===== config.mk =====
export PLATFORM = sky130hd
export DESIGN_NAME = keystream_gen
export DESIGN_NICKNAME = d
export VERILOG_FILES = /design/src/rtl/ksg_pkg.sv /design/src/rtl/ksg_lfsr.sv /design/src/rtl/ksg_sum.sv /design/src/rtl/keystream_gen.sv
export SDC_FILE = /design/constraint.sdc
export NUM_CORES = 1
export LEC_CHECK = 0
export BUFFER_PORTS_ARGS = -buffer_cell sky130_fd_sc_hd__buf_2
export CAP_MARGIN = 15
export CORE_MARGIN = 3
export CORE_UTILIZATION = 54
export CTS_CLUSTER_DIAMETER = 80
export DETAILED_ROUTE_END_ITERATION = 10
export PLACE_DENSITY = 0.76
export SLEW_MARGIN = 20
export SYNTH_ARGS = -nofsm -noshare
export SYNTH_HDL_FRONTEND = slang
export SYNTH_HIERARCHICAL = 1
export SYNTH_SLANG_ARGS = --single-unit
export TNS_END_PERCENT = 50

===== constraint.sdc =====
create_clock -name clk_i -period 3.4 [get_ports clk_i]
set_clock_uncertainty 0.2 [all_clocks]
set_input_delay 0.34 -clock clk_i [delete_from_list [all_inputs] [get_ports clk_i]]
set_output_delay 0.34 -clock clk_i [all_outputs]
set_load 0.01 [all_outputs]

===== src/rtl/ksg_pkg.sv =====
package ksg_pkg;
  localparam int SEED_W = 40;
  localparam int BYTE_W = 8;

  typedef enum logic [1:0] {
    MODE_PLAIN      = 2'b00,
    MODE_INV_WIDE   = 2'b01,
    MODE_INV_NARROW = 2'b10,
    MODE_PLAIN_ALT  = 2'b11
  } ks_mode_e;
endpackage


===== src/rtl/ksg_lfsr.sv =====
module ksg_lfsr #(
  parameter int          W       = 17,
  parameter logic [W-1:0] TAPS   = '0,
  parameter int          ONE_POS = 16,
  parameter int          BYTE_W  = 8
) (
  input  logic              clk_i,
  input  logic              rst_ni,
  input  logic              load_i,
  input  logic [W-1:0]      seed_i,
  input  logic              adv_i,
  output logic [BYTE_W-1:0] col_nxt_o
);
  logic [W-1:0]      q_q, q_d;
  logic [BYTE_W-1:0] col_q, col_d;
  logic              fb;
  logic              en;

  assign fb        = ^(q_q & TAPS);
  assign en        = load_i | adv_i;
  assign col_nxt_o = {fb, col_q[BYTE_W-1:1]};

  always_comb begin
    q_d   = q_q;
    col_d = col_q;
    if (load_i) begin
      q_d   = seed_i;
      col_d = '0;
    end else if (adv_i) begin
      q_d   = {fb, q_q[W-1:1]};
      col_d = col_nxt_o;
    end
  end

  always_ff @(posedge clk_i or negedge rst_ni) begin
    if (!rst_ni) begin
      q_q   <= '0;
      col_q <= '0;
    end else if (en) begin
      q_q   <= q_d;
      col_q <= col_d;
    end
  end

  // the forced seed bit is present after every load
  p_forced_one_r3: assert property (@(posedge clk_i) disable iff (!rst_ni)
    load_i |=> q_q[ONE_POS]);

  // without a step or load the register keeps its contents
  p_freeze_r8: assert property (@(posedge clk_i) disable iff (!rst_ni)
    (!load_i && !adv_i) |=> $stable(q_q));
endmodule


===== src/rtl/ksg_sum.sv =====
module ksg_sum #(
  parameter int BYTE_W = 8
) (
  input  logic              clk_i,
  input  logic              rst_ni,
  input  logic              clr_i,
  input  logic              fire_i,
  input  logic [BYTE_W-1:0] narrow_i,
  input  logic [BYTE_W-1:0] wide_i,
  input  logic              inv_narrow_i,
  input  logic              inv_wide_i,
  output logic [BYTE_W-1:0] byte_o
);
  logic [BYTE_W-1:0] a, b;
  logic [BYTE_W:0]   sum_w;
  logic              carry_q, carry_d;
  logic [BYTE_W-1:0] byte_q, byte_d;

  assign a      = narrow_i ^ {BYTE_W{inv_narrow_i}};
  assign b      = wide_i   ^ {BYTE_W{inv_wide_i}};
  assign sum_w  = {1'b0, a} + {1'b0, b} + (BYTE_W+1)'(carry_q);
  assign byte_o = byte_q;

  always_comb begin
    carry_d = carry_q;
    byte_d  = byte_q;
    if (clr_i) begin
      carry_d = 1'b0;
    end else if (fire_i) begin
      carry_d = sum_w[BYTE_W];
      byte_d  = sum_w[BYTE_W-1:0];
    end
  end

  always_ff @(posedge clk_i or negedge rst_ni) begin
    if (!rst_ni) begin
      carry_q <= 1'b0;
      byte_q  <= '0;
    end else if (clr_i | fire_i) begin
      carry_q <= carry_d;
      byte_q  <= byte_d;
    end
  end

  // a load leaves the carry cleared
  p_carry_clear_r6: assert property (@(posedge clk_i) disable iff (!rst_ni)
    clr_i |=> !carry_q);

  // the result only moves when a byte completes
  p_byte_hold_r8: assert property (@(posedge clk_i) disable iff (!rst_ni)
    !fire_i |=> $stable(byte_q));
endmodule


===== src/rtl/keystream_gen.sv =====
module keystream_gen
  import ksg_pkg::*;
#(
  parameter int SW = SEED_W,
  parameter int BW = BYTE_W
) (
  input  logic          clk_i,
  input  logic          rst_ni,
  input  logic          load_i,
  input  logic [SW-1:0] seed_i,
  input  logic [1:0]    mode_i,
  input  logic          start_i,
  input  logic          ready_i,
  output logic          valid_o,
  output logic [BW-1:0] byte_o
);
  localparam int NW    = 17;
  localparam int WW    = 25;
  localparam int CNT_W = $clog2(BW);

  logic             run_q, run_d;
  logic             valid_q, valid_d;
  logic [CNT_W-1:0] cnt_q, cnt_d;
  ks_mode_e         mode_q, mode_d;
  logic             adv, last;
  logic [NW-1:0]    narrow_seed;
  logic [WW-1:0]    wide_seed;
  logic [BW-1:0]    narrow_byte, wide_byte;

  assign narrow_seed = {1'b1, seed_i[15:0]};
  assign wide_seed   = {seed_i[39:19], 1'b1, seed_i[18:16]};

  assign adv  = run_q && (!valid_q || ready_i) && !load_i;
  assign last = adv && (cnt_q == CNT_W'(BW - 1));

  always_comb begin
    run_d   = run_q;
    valid_d = valid_q;
    cnt_d   = cnt_q;
    mode_d  = mode_q;
    if (load_i) begin
      run_d   = 1'b0;
      valid_d = 1'b0;
      cnt_d   = '0;
      mode_d  = ks_mode_e'(mode_i);
    end else begin
      if (start_i) run_d = 1'b1;
      if (adv) cnt_d = last ? '0 : cnt_q + 1'b1;
      if (last) valid_d = 1'b1;
      else if (valid_q && ready_i) valid_d = 1'b0;
    end
  end

  always_ff @(posedge clk_i or negedge rst_ni) begin
    if (!rst_ni) begin
      run_q   <= 1'b0;
      valid_q <= 1'b0;
      cnt_q   <= '0;
      mode_q  <= MODE_PLAIN;
    end else begin
      run_q   <= run_d;
      valid_q <= valid_d;
      cnt_q   <= cnt_d;
      mode_q  <= mode_d;
    end
  end

  ksg_lfsr #(.W(NW), .TAPS(17'h04001), .ONE_POS(16), .BYTE_W(BW)) u_narrow (
    .clk_i(clk_i), .rst_ni(rst_ni), .load_i(load_i), .seed_i(narrow_seed),
    .adv_i(adv), .col_nxt_o(narrow_byte));

  ksg_lfsr #(.W(WW), .TAPS(25'h0004019), .ONE_POS(3), .BYTE_W(BW)) u_wide (
    .clk_i(clk_i), .rst_ni(rst_ni), .load_i(load_i), .seed_i(wide_seed),
    .adv_i(adv), .col_nxt_o(wide_byte));

  ksg_sum #(.BYTE_W(BW)) u_sum (
    .clk_i(clk_i), .rst_ni(rst_ni), .clr_i(load_i), .fire_i(last),
    .narrow_i(narrow_byte), .wide_i(wide_byte),
    .inv_narrow_i(mode_q == MODE_INV_NARROW),
    .inv_wide_i(mode_q == MODE_INV_WIDE),
    .byte_o(byte_o));

  assign valid_o = valid_q;

  // a load halts generation until the next start
  p_load_halts_r7: assert property (@(posedge clk_i) disable iff (!rst_ni)
    load_i |=> !run_q);

  // a load drops any pending byte
  p_load_clears_r9: assert property (@(posedge clk_i) disable iff (!rst_ni)
    load_i |=> !valid_o);

  // a stalled byte stays offered and unchanged
  p_stall_hold_r8: assert property (@(posedge clk_i) disable iff (!rst_ni)
    (valid_o && !ready_i && !load_i) |=> (valid_o && $stable(byte_o)));
endmodule


==> results.cfg <==
[cells_and_area]
drive_gt1_share_pct = 20.4
stdcell_area_mm2 = 0.00437
antenna_cells = 0
layout_common_cells = 72 x dfrtp_1, 54 x buf_2, 54 x mux2i_1
syn2layout_area_growth_pct = 13.4
utilization_pct = 63.7
nets = 484
num-fill-cells = 580
fin_cells = 527
final_common_cell = dfrtp_1

[sta]
fin_ws_ns = 0.283
fmax_mhz = 321
maxSlewViolCount = 0
hold_ws_ns = 0.00626
tightestPinTransition_ns = 0.939
slew_headroom_pct = 37.4
finalCriticalPeriod_ns = 3.12
rsz0062_at_grt = no
setup_violations = 0
fin_tns_setup_ns = 0
finalCritPeriodShare_pct = 91.7
hold_violations = 0

[clocking]
clkTransAtPathRegs_ns = 0.08
h-tree-depth = 3
clockBufferDepth = 2
tritoncts_num_sinks = 72
cts_tree = yes
numCtsBuffers = 9
cts_setup_buffers = 0
post_cts_resized = 0
clockRootBuffer = clkbuf_8
insertion_delay_ns = 0.34

[worst_setup_path]
worstSetupPathType = reg -> reg
arrival_ns = 3.14
cp.required_ns = 3.43
r2r_setup_slack_ns = 0.28
timing.rr.end = u_sum/byte_o[6]
ff2ff_path_depth = 8
cp-startpoint = mode_q[0]
cp-start-kind = flip-flop
critPathMaxFanout = 8
reg2reg_from = mode_q[0]
worstSetupEndpointType = flip-flop

[run_status]
status = finished, final reports clean

[run]
cap_viol_max_count = 0

[pwr]
powerDensity_mw_per_mm2 = 444
vdd_drop_max_v = 0.000241
power_mw = 1.94
p_leak_nw = 2.04

[floorplan]
start_util_pct = 56.2
die_h_um = 90.5
rows = 30
die-area_mm2 = 0.00820
core_area_mm2 = 0.00687
pin_count = 56
die_x_um = 90.5

[detailed_routing]
via_per_inst = 5.13
drcViolationCount = 0
wire_per_inst_um = 13.4
drt_iter0_drc = 143
wl_mm = 7.07
dr.pass1.iters = 4
antenna_left = 0
via_count = 2701

[global_routing]
groute.usage.overall_pct = 18.4
grt_max_degree = 110
grt_pass1_wl_mm = 12.4
first_global_vias = 2684
antenna_found_initial = 0
overflow = 0

[worst_hold_path]
min_from = seed_i[9]
hold_class = in -> reg
whs_path_depth = 3
worstHoldEndpoint = u_narrow/q_q[9]

[placed_design]
dp_hpwl_mm = 4.78
post_dp_cell_area_mm2 = 0.00411
gp_congestion = 0.848
dpl.cell_count = 503
port_buffers = 55
dpl_worst_slack_ns = 0.271

[synth]
syn-cell-area_mm2 = 0.00386
synth-edff-count = 0
yosysWarnings = 6
syn_avg_cell_area_um2 = 10.4
ys.flop_type = dfrtp_1
synthArstFlopShare_pct = 100
syn_inst = 370
ys_types = 45
ys_seq_area_share_pct = 46.7
ys_ff_latch = 72
-- cells in the mapped netlist (2+ instances only) --
library cell | number | area, µm²
inv_1 | 5 | 18.8
dfrtp_1 | 72 | 1800
o21ai_0 | 37 | 185
nand2b_1 | 7 | 43.8
a21oi_1 | 9 | 45.0
fa_1 | 2 | 40.0
nor3b_1 | 3 | 22.5
buf_8 | 3 | 45.0
nor2_1 | 28 | 105
mux2i_1 | 54 | 541
xor2_1 | 15 | 131
nor2b_1 | 2 | 12.5
ha_1 | 9 | 113
o21ai_2 | 3 | 26.3
xnor2_1 | 9 | 78.8
mux2_4 | 2 | 30.0
clkbuf_1 | 4 | 15.0
a211oi_1 | 3 | 22.5
buf_2 | 9 | 45.0
nand2_1 | 51 | 191
o21ai_1 | 13 | 65.1
nand4b_1 | 2 | 17.5
buf_6 | 5 | 56.3
buf_4 | 2 | 15.0
-- sequential cells by signal, summed over array words and instances (netlist names) --
| register | flops |
|---|---|
| u_wide/col_q | 7 |
| cnt_q | 3 |
| u_narrow/col_q | 7 |
| valid_o | 1 |
| u_narrow/q_q | 17 |
| u_wide/q_q | 25 |
| mode_q | 2 |
| run_q | 1 |
| u_sum/carry_q | 1 |
| u_sum/byte_o | 8 |
-- worst max path at each step --
stage	endpoint	slack, ns	cells past startpoint
3_3_place_gp	u_sum/byte_o[6]	0.36	8
3_5_place_dp	u_sum/byte_o[6]	0.27	8
4_1_cts	u_sum/byte_o[6]	0.26	8
2_1_floorplan	u_sum/byte_o[6]	0.82	9
5_1_grt	u_sum/byte_o[6]	0.09	8
6_report	u_sum/byte_o[6]	0.28	8
-- critical path: stages (launching register included) --
cell,delay [ns]
dfrtp_1,0.36
nor2b_1,0.67
xnor2_1,0.20
fa_1,0.43
fa_1,0.41
nand2b_1,0.17
a21oi_2,0.22
nor2_1,0.07
a211o_1,0.26
-- routing by layer --
metal	up-vias	global-route usage (%)	wire, µm
li1	1366	-	-
met1	1269	26.2	3450
met2	54	27.7	3240
met3	12	4.25	271
met4	0	6.38	109
met5	-	0	0
-- report_power, final --
| part | switching, mW | internal (mW) |
|---|---|---|
| clock | 0.309 | 0.325 |
| sequential | 0.0397 | 0.916 |
| combinational | 0.193 | 0.162 |
-- repair_timing --
item                                    4_1_cts  5_1_grt
hold buffers                                  8        0
hold endpoints to repair                     44        0
endpoints found under the setup margin        0        0
-- final cells by class --
cell class | count | area (µm²) | area share [%]
Multi-Input combinational cell | 270 | 1850 | 42.4
Clock inverter | 2 | 12.5 | 0.286
Timing Repair Buffer | 68 | 395 | 9.04
Sequential cell | 72 | 1800 | 41.2
Tap cell | 96 | 120 | 2.75
Clock buffer | 14 | 173 | 3.95
Inverter | 5 | 18.8 | 0.429
-- cell families after synthesis --
| group | after synthesis | share of synthesized area (%) |
|---|---|---|
| compound gates | 74 | 11.0 |
| xor+xnor | 24 | 5.45 |
| fa+ha+maj | 11 | 3.96 |
| buf+inv | 29 | 5.58 |
| flops | 72 | 46.7 |
| mux | 56 | 14.8 |
| other cells | 1 | 0.0972 |
| simple gates | 103 | 12.5 |
(Power assumes the default switching activity.)
